--- config.mk ---
export PLATFORM = sky130hd
export DESIGN_NAME = part_cmp_simd
export DESIGN_NICKNAME = d
export VERILOG_FILES = /design/src/rtl/simd_cmp_pkg.sv /design/src/rtl/slot_rel.sv /design/src/rtl/lane_fold.sv /design/src/rtl/lane_spread.sv /design/src/rtl/part_cmp_simd.sv
export SDC_FILE = /design/constraint.sdc
export NUM_CORES = 1
export LEC_CHECK = 0
export ABC_AREA = 1
export ABC_CLOCK_PERIOD_IN_PS = 2900
export BUFFER_PORTS_ARGS = -buffer_cell sky130_fd_sc_hd__buf_4
export CORE_ASPECT_RATIO = 0.5
export CORE_MARGIN = 8
export CORE_UTILIZATION = 25
export DETAILED_ROUTE_END_ITERATION = 12
export GPL_TIMING_DRIVEN = 0
export PLACE_DENSITY = 0.48
export SYNTH_ARGS = -nofsm -noshare
export SYNTH_HDL_FRONTEND = slang
export SYNTH_HIERARCHICAL = 1
export SYNTH_SLANG_ARGS = --single-unit
--- constraint.sdc ---
create_clock -name vclk -period 2.9
set_clock_uncertainty 0.05 [all_clocks]
set_input_delay 0.145 -clock vclk [all_inputs]
set_output_delay 0.145 -clock vclk [all_outputs]
set_load 0.01 [all_outputs]
--- src/rtl/simd_cmp_pkg.sv ---
package simd_cmp_pkg;
  parameter int SLOT_W  = 8;
  parameter int N_SLOTS = 8;
  localparam int DATA_W = SLOT_W * N_SLOTS;
  localparam int GATE_W = N_SLOTS - 1;

  typedef struct packed {
    logic gt;
    logic eq;
  } rel_t;
endpackage

--- src/rtl/slot_rel.sv ---
module slot_rel
  import simd_cmp_pkg::*;
#(
  parameter int W = SLOT_W
) (
  input  logic [W-1:0] a,
  input  logic [W-1:0] b,
  input  logic         sign_top,
  output rel_t         r
);
  logic [W-1:0] a_k, b_k;

  // Flipping the sign bit of both values turns a two's-complement
  // compare into an unsigned one.
  always_comb begin
    a_k = a;
    b_k = b;
    a_k[W-1] = a[W-1] ^ sign_top;
    b_k[W-1] = b[W-1] ^ sign_top;
    r.gt = (a_k > b_k);
    r.eq = (a == b);
  end
endmodule

--- src/rtl/lane_fold.sv ---
module lane_fold
  import simd_cmp_pkg::*;
#(
  parameter int N = N_SLOTS
) (
  input  rel_t [N-1:0] slot_r,
  input  logic [N-2:0] gate,
  output rel_t [N-1:0] acc_r
);
  // The running result moves from the top slot down to the bottom slot.
  // It crosses a boundary only where that boundary's gate is open.
  always_comb begin
    rel_t run;
    run = slot_r[N-1];
    acc_r[N-1] = run;
    for (int i = N-2; i >= 0; i--) begin
      if (gate[i]) begin
        run.gt = run.gt | (run.eq & slot_r[i].gt);
        run.eq = run.eq & slot_r[i].eq;
      end else begin
        run = slot_r[i];
      end
      acc_r[i] = run;
    end
  end
endmodule

--- src/rtl/lane_spread.sv ---
module lane_spread
  import simd_cmp_pkg::*;
#(
  parameter int N = N_SLOTS
) (
  input  rel_t [N-1:0] acc_r,
  input  logic [N-2:0] gate,
  output logic [N-1:0] gt_v,
  output logic [N-1:0] ge_v
);
  // The finished lane result sits in the lane's lowest slot.
  // It is copied upward through each open gate.
  always_comb begin
    rel_t cur;
    cur = acc_r[0];
    gt_v[0] = cur.gt;
    ge_v[0] = cur.gt | cur.eq;
    for (int i = 1; i < N; i++) begin
      if (!gate[i-1]) cur = acc_r[i];
      gt_v[i] = cur.gt;
      ge_v[i] = cur.gt | cur.eq;
    end
  end
endmodule

--- src/rtl/part_cmp_simd.sv ---
module part_cmp_simd
  import simd_cmp_pkg::*;
(
  input  logic [DATA_W-1:0]  opa,
  input  logic [DATA_W-1:0]  opb,
  input  logic [GATE_W-1:0]  gate_mask,
  input  logic               signed_sel,
  output logic [N_SLOTS-1:0] gt_out,
  output logic [N_SLOTS-1:0] ge_out
);
  rel_t [N_SLOTS-1:0] slot_r;
  rel_t [N_SLOTS-1:0] acc_r;

  // A slot carries its lane's sign bit only if no open gate lies above it.
  for (genvar s = 0; s < N_SLOTS; s++) begin : g_slot
    logic top_of_lane;
    if (s == N_SLOTS-1) begin : g_top
      assign top_of_lane = 1'b1;
    end else begin : g_mid
      assign top_of_lane = ~gate_mask[s];
    end
    slot_rel #(.W(SLOT_W)) u_rel (
      .a        (opa[s*SLOT_W +: SLOT_W]),
      .b        (opb[s*SLOT_W +: SLOT_W]),
      .sign_top (signed_sel & top_of_lane),
      .r        (slot_r[s])
    );
  end

  lane_fold #(.N(N_SLOTS)) u_fold (
    .slot_r (slot_r),
    .gate   (gate_mask),
    .acc_r  (acc_r)
  );

  lane_spread #(.N(N_SLOTS)) u_spread (
    .acc_r (acc_r),
    .gate  (gate_mask),
    .gt_v  (gt_out),
    .ge_v  (ge_out)
  );

  always_comb begin
    // equal operands give "not greater" and "greater or equal" in every slot
    a_r9_equal_ops: assert (!(opa == opb) || (gt_out == '0 && ge_out == '1));
    // a fully open mask matches one wide unsigned compare
    a_r5_full_unsigned: assert (!(gate_mask == '1 && !signed_sel) ||
                                (gt_out == {N_SLOTS{opa > opb}}));
    // a fully open mask matches one wide signed compare
    a_r8_full_signed: assert (!(gate_mask == '1 && signed_sel) ||
                              (ge_out == {N_SLOTS{$signed(opa) >= $signed(opb)}}));
    for (int i = 0; i < N_SLOTS; i++) begin
      // a tie seen at a slot means that slot's bytes are equal
      a_r7_tie_bytes: assert (!(ge_out[i] && !gt_out[i]) ||
                              (opa[i*SLOT_W +: SLOT_W] == opb[i*SLOT_W +: SLOT_W]));
      // a fully closed mask compares each slot alone
      a_r2_solo_slot: assert (!(gate_mask == '0 && !signed_sel) ||
                              (gt_out[i] == (opa[i*SLOT_W +: SLOT_W] > opb[i*SLOT_W +: SLOT_W])));
    end
  end
endmodule

==> qor.yml <==
diodes: 0
synth_warnings: 6
critPathMaxFanout: 3
synthesis.area_um2: 2820
worstMarginPinSlew_ps: 250
hold_viol: 0
pre_antenna_drt_iters: 4
power_per_cell_area_nw_per_um2: 155
cp_slowest_cell: "sky130_fd_sc_hd__ha_4"
seqCellArea_um2: 0
grt_remaining_overflow: 0
final-instance-count-excl-fill: 799
route.detailed.drc: 0
design.die.area_um2: 15100
finalWorstSetupSlack_ps: -114
seq_area_frac_synth_pct: 0
initial_utilization_pct: 25.7
half_perimeter_wire_length_after_placement_um: 7420
final.min_clock_period_ps: 3010
area_growth_pct: 56.7
synth.net_count: 685
grt_pass1_wl_um: 13700
postRouteWirelength_um: 7970
drt-initial-drc-count: 48
std_cell_rows: 27
required_time_worst_endpoint_ps: 2710
gp_routability_congestion: 0.720
crit_top_cell: "sky130_fd_sc_hd__nand2_2"
cts_hold_repair.buffers: 0
finalNetCount: 848
minimum_hold_slack_ps: 638
failed_checks: "setup timing"
maximum_number_of_pins_on_one_net_before_global_route_repair: 10
seq_cells: 0
status: "finished with violations"
ioPinCount: 152
grt_pass1_vias: 3179
timing.final.max_slew_violations: 0
synthCells: 493
grt_use_total_pct: 10.1
via_per_inst: 3.96
core-area_um2: 11000
holdPathEnd: "ge_out[1]"
leakagePower_uw: 0.00269
placedCellCount: 790
timing.critical_path.slowest_cell_delay_ps: 260
placement.io_buffers: 152
grt_setup_unrepaired: "yes"
vdd.ir_drop.worst_v: 0.0000419
wirelength_per_cell_um: 9.97
crit_arrival_ps: 2820
fraction_of_layout_instances_using_a_drive_strength_above_1_pct: 43.9
die_h_um: 91.1
number_of_clock_buffers_in_the_layout: 0
kind_of_critical_path: "in -> out"
yosysUniqueCellTypes: 20
setup_viol: 4
whs_path_depth: 4
die_w_um: 166
setup.worst_path.start_class: "primary input"
fmax_mhz: 332
grt_antenna_before_repair: 0
hold_path.startpoint: "gate_mask[0]"
maxCapViolations: 0
cp-end-kind: "primary output"
min-delay-path-class: "in -> out"
detail-route-antenna-nets: 0
avgSynthCellArea_um2: 5.72
timing.max_slew.rel_slack_pct: 83.2
detailroute.via_count: 3161
layout_worst_path_cycle_share_pct: 104
==> synth_stat cells <==
cell | instances | area share, %
sky130_fd_sc_hd__a21boi_1 | 1 | 0.27
sky130_fd_sc_hd__a21oi_1 | 16 | 2.8
sky130_fd_sc_hd__a21oi_2 | 8 | 2.5
sky130_fd_sc_hd__buf_4 | 3 | 0.80
sky130_fd_sc_hd__clkinv_1 | 1 | 0.13
sky130_fd_sc_hd__clkinv_2 | 1 | 0.18
sky130_fd_sc_hd__ha_1 | 56 | 25
sky130_fd_sc_hd__inv_1 | 116 | 15
sky130_fd_sc_hd__inv_2 | 9 | 1.2
sky130_fd_sc_hd__nand2_1 | 150 | 20
sky130_fd_sc_hd__nand2_2 | 43 | 9.5
sky130_fd_sc_hd__nand2_4 | 1 | 0.40
sky130_fd_sc_hd__nand3_1 | 24 | 4.3
sky130_fd_sc_hd__nand3_2 | 9 | 3.2
sky130_fd_sc_hd__nand3_4 | 8 | 5.0
sky130_fd_sc_hd__nor2_1 | 23 | 3.1
sky130_fd_sc_hd__nor2_2 | 8 | 1.8
sky130_fd_sc_hd__nor3_2 | 8 | 2.8
sky130_fd_sc_hd__or2_1 | 5 | 1.1
sky130_fd_sc_hd__or2_2 | 3 | 0.67
==> through the flow <==
step                      cell area (um^2)  setup TNS (ps)  utilization, %  setup WS [ps]  total power (uW)
after floorplan                       2820               0               -            167               361
after global placement                4140           -2080            37.7           -385               637
after detailed placement              4140           -2200            37.7           -396               641
after CTS                             4330            -430            39.4           -135               679
after global routing                  4420           -3000            40.2           -404               779
final                                 4420            -198            40.2           -114               685
==> worst max path at each step <==
stage,from,slack [ps],endpoint
finish,opb[59],-110,ge_out[7]
global route,opb[59],-400,ge_out[7]
CTS,opb[59],-140,ge_out[7]
detailed placement,opa[59],-400,ge_out[7]
global placement,opa[59],-380,ge_out[7]
floorplan,opb[59],170,gt_out[7]
==> cell type report <==
cell class / count / area [um^2]
Buffer: 3 / 22.5
Fill cell: 1206 / 6560
Inverter: 127 / 480
Multi-Input combinational cell: 363 / 2480
Tap cell: 145 / 181
Timing Repair Buffer: 161 / 1250
==> cells in the final DEF (no fill, tap or decap), types with 3 or more instances in the layout <==
master / instances
sky130_fd_sc_hd__nand2_2: 51
sky130_fd_sc_hd__nor3_2: 7
sky130_fd_sc_hd__nor2_1: 23
sky130_fd_sc_hd__nand2_1: 142
sky130_fd_sc_hd__ha_4: 4
sky130_fd_sc_hd__nor2_2: 8
sky130_fd_sc_hd__buf_6: 12
sky130_fd_sc_hd__inv_1: 111
sky130_fd_sc_hd__or2_2: 3
sky130_fd_sc_hd__buf_4: 152
sky130_fd_sc_hd__a21oi_2: 8
sky130_fd_sc_hd__nand3_1: 17
sky130_fd_sc_hd__nand3_2: 10
sky130_fd_sc_hd__a21oi_1: 16
sky130_fd_sc_hd__nand3_4: 14
sky130_fd_sc_hd__or2_1: 5
sky130_fd_sc_hd__inv_2: 13
sky130_fd_sc_hd__ha_1: 52
==> timing repair <==
action	CTS	global route
resized for setup	29	16
buffers inserted	8	1
endpoints found under the setup margin	10	12
cloned	0	0
pin swaps	18	19
==> power breakdown <==
part           leakage, uW  switching (uW)  internal, uW  total (uW)
Combinational      0.00269             332           352         685
Sequential               0               0             0           0
Clock                    0               0             0           0
==> worst max-delay path: cells and delay by family <==
kind,cells,cell delay (ps)
adders and majority gates,1,260
and+or+nand+nor,24,1840
buffers and inverters,8,570
==> per-layer routing <==
layer | routed length (um) | GRT usage, %
met1 | 3600 | 12.5
met2 | 4120 | 19.6
met3 | 249 | 1.04
met4 | 0 | 0
met5 | 0 | 0
==> cell families after synthesis <==
kind of cell | after synthesis | share of synthesized area, %
AND/OR/NAND/NOR | 282 | 51.8
adder cells (fa/ha/maj) | 56 | 24.9
AO/OA/AOI/OAI | 25 | 5.59
buffers and inverters | 130 | 17.8
No activity file was read; power rests on OpenSTA's default activity.
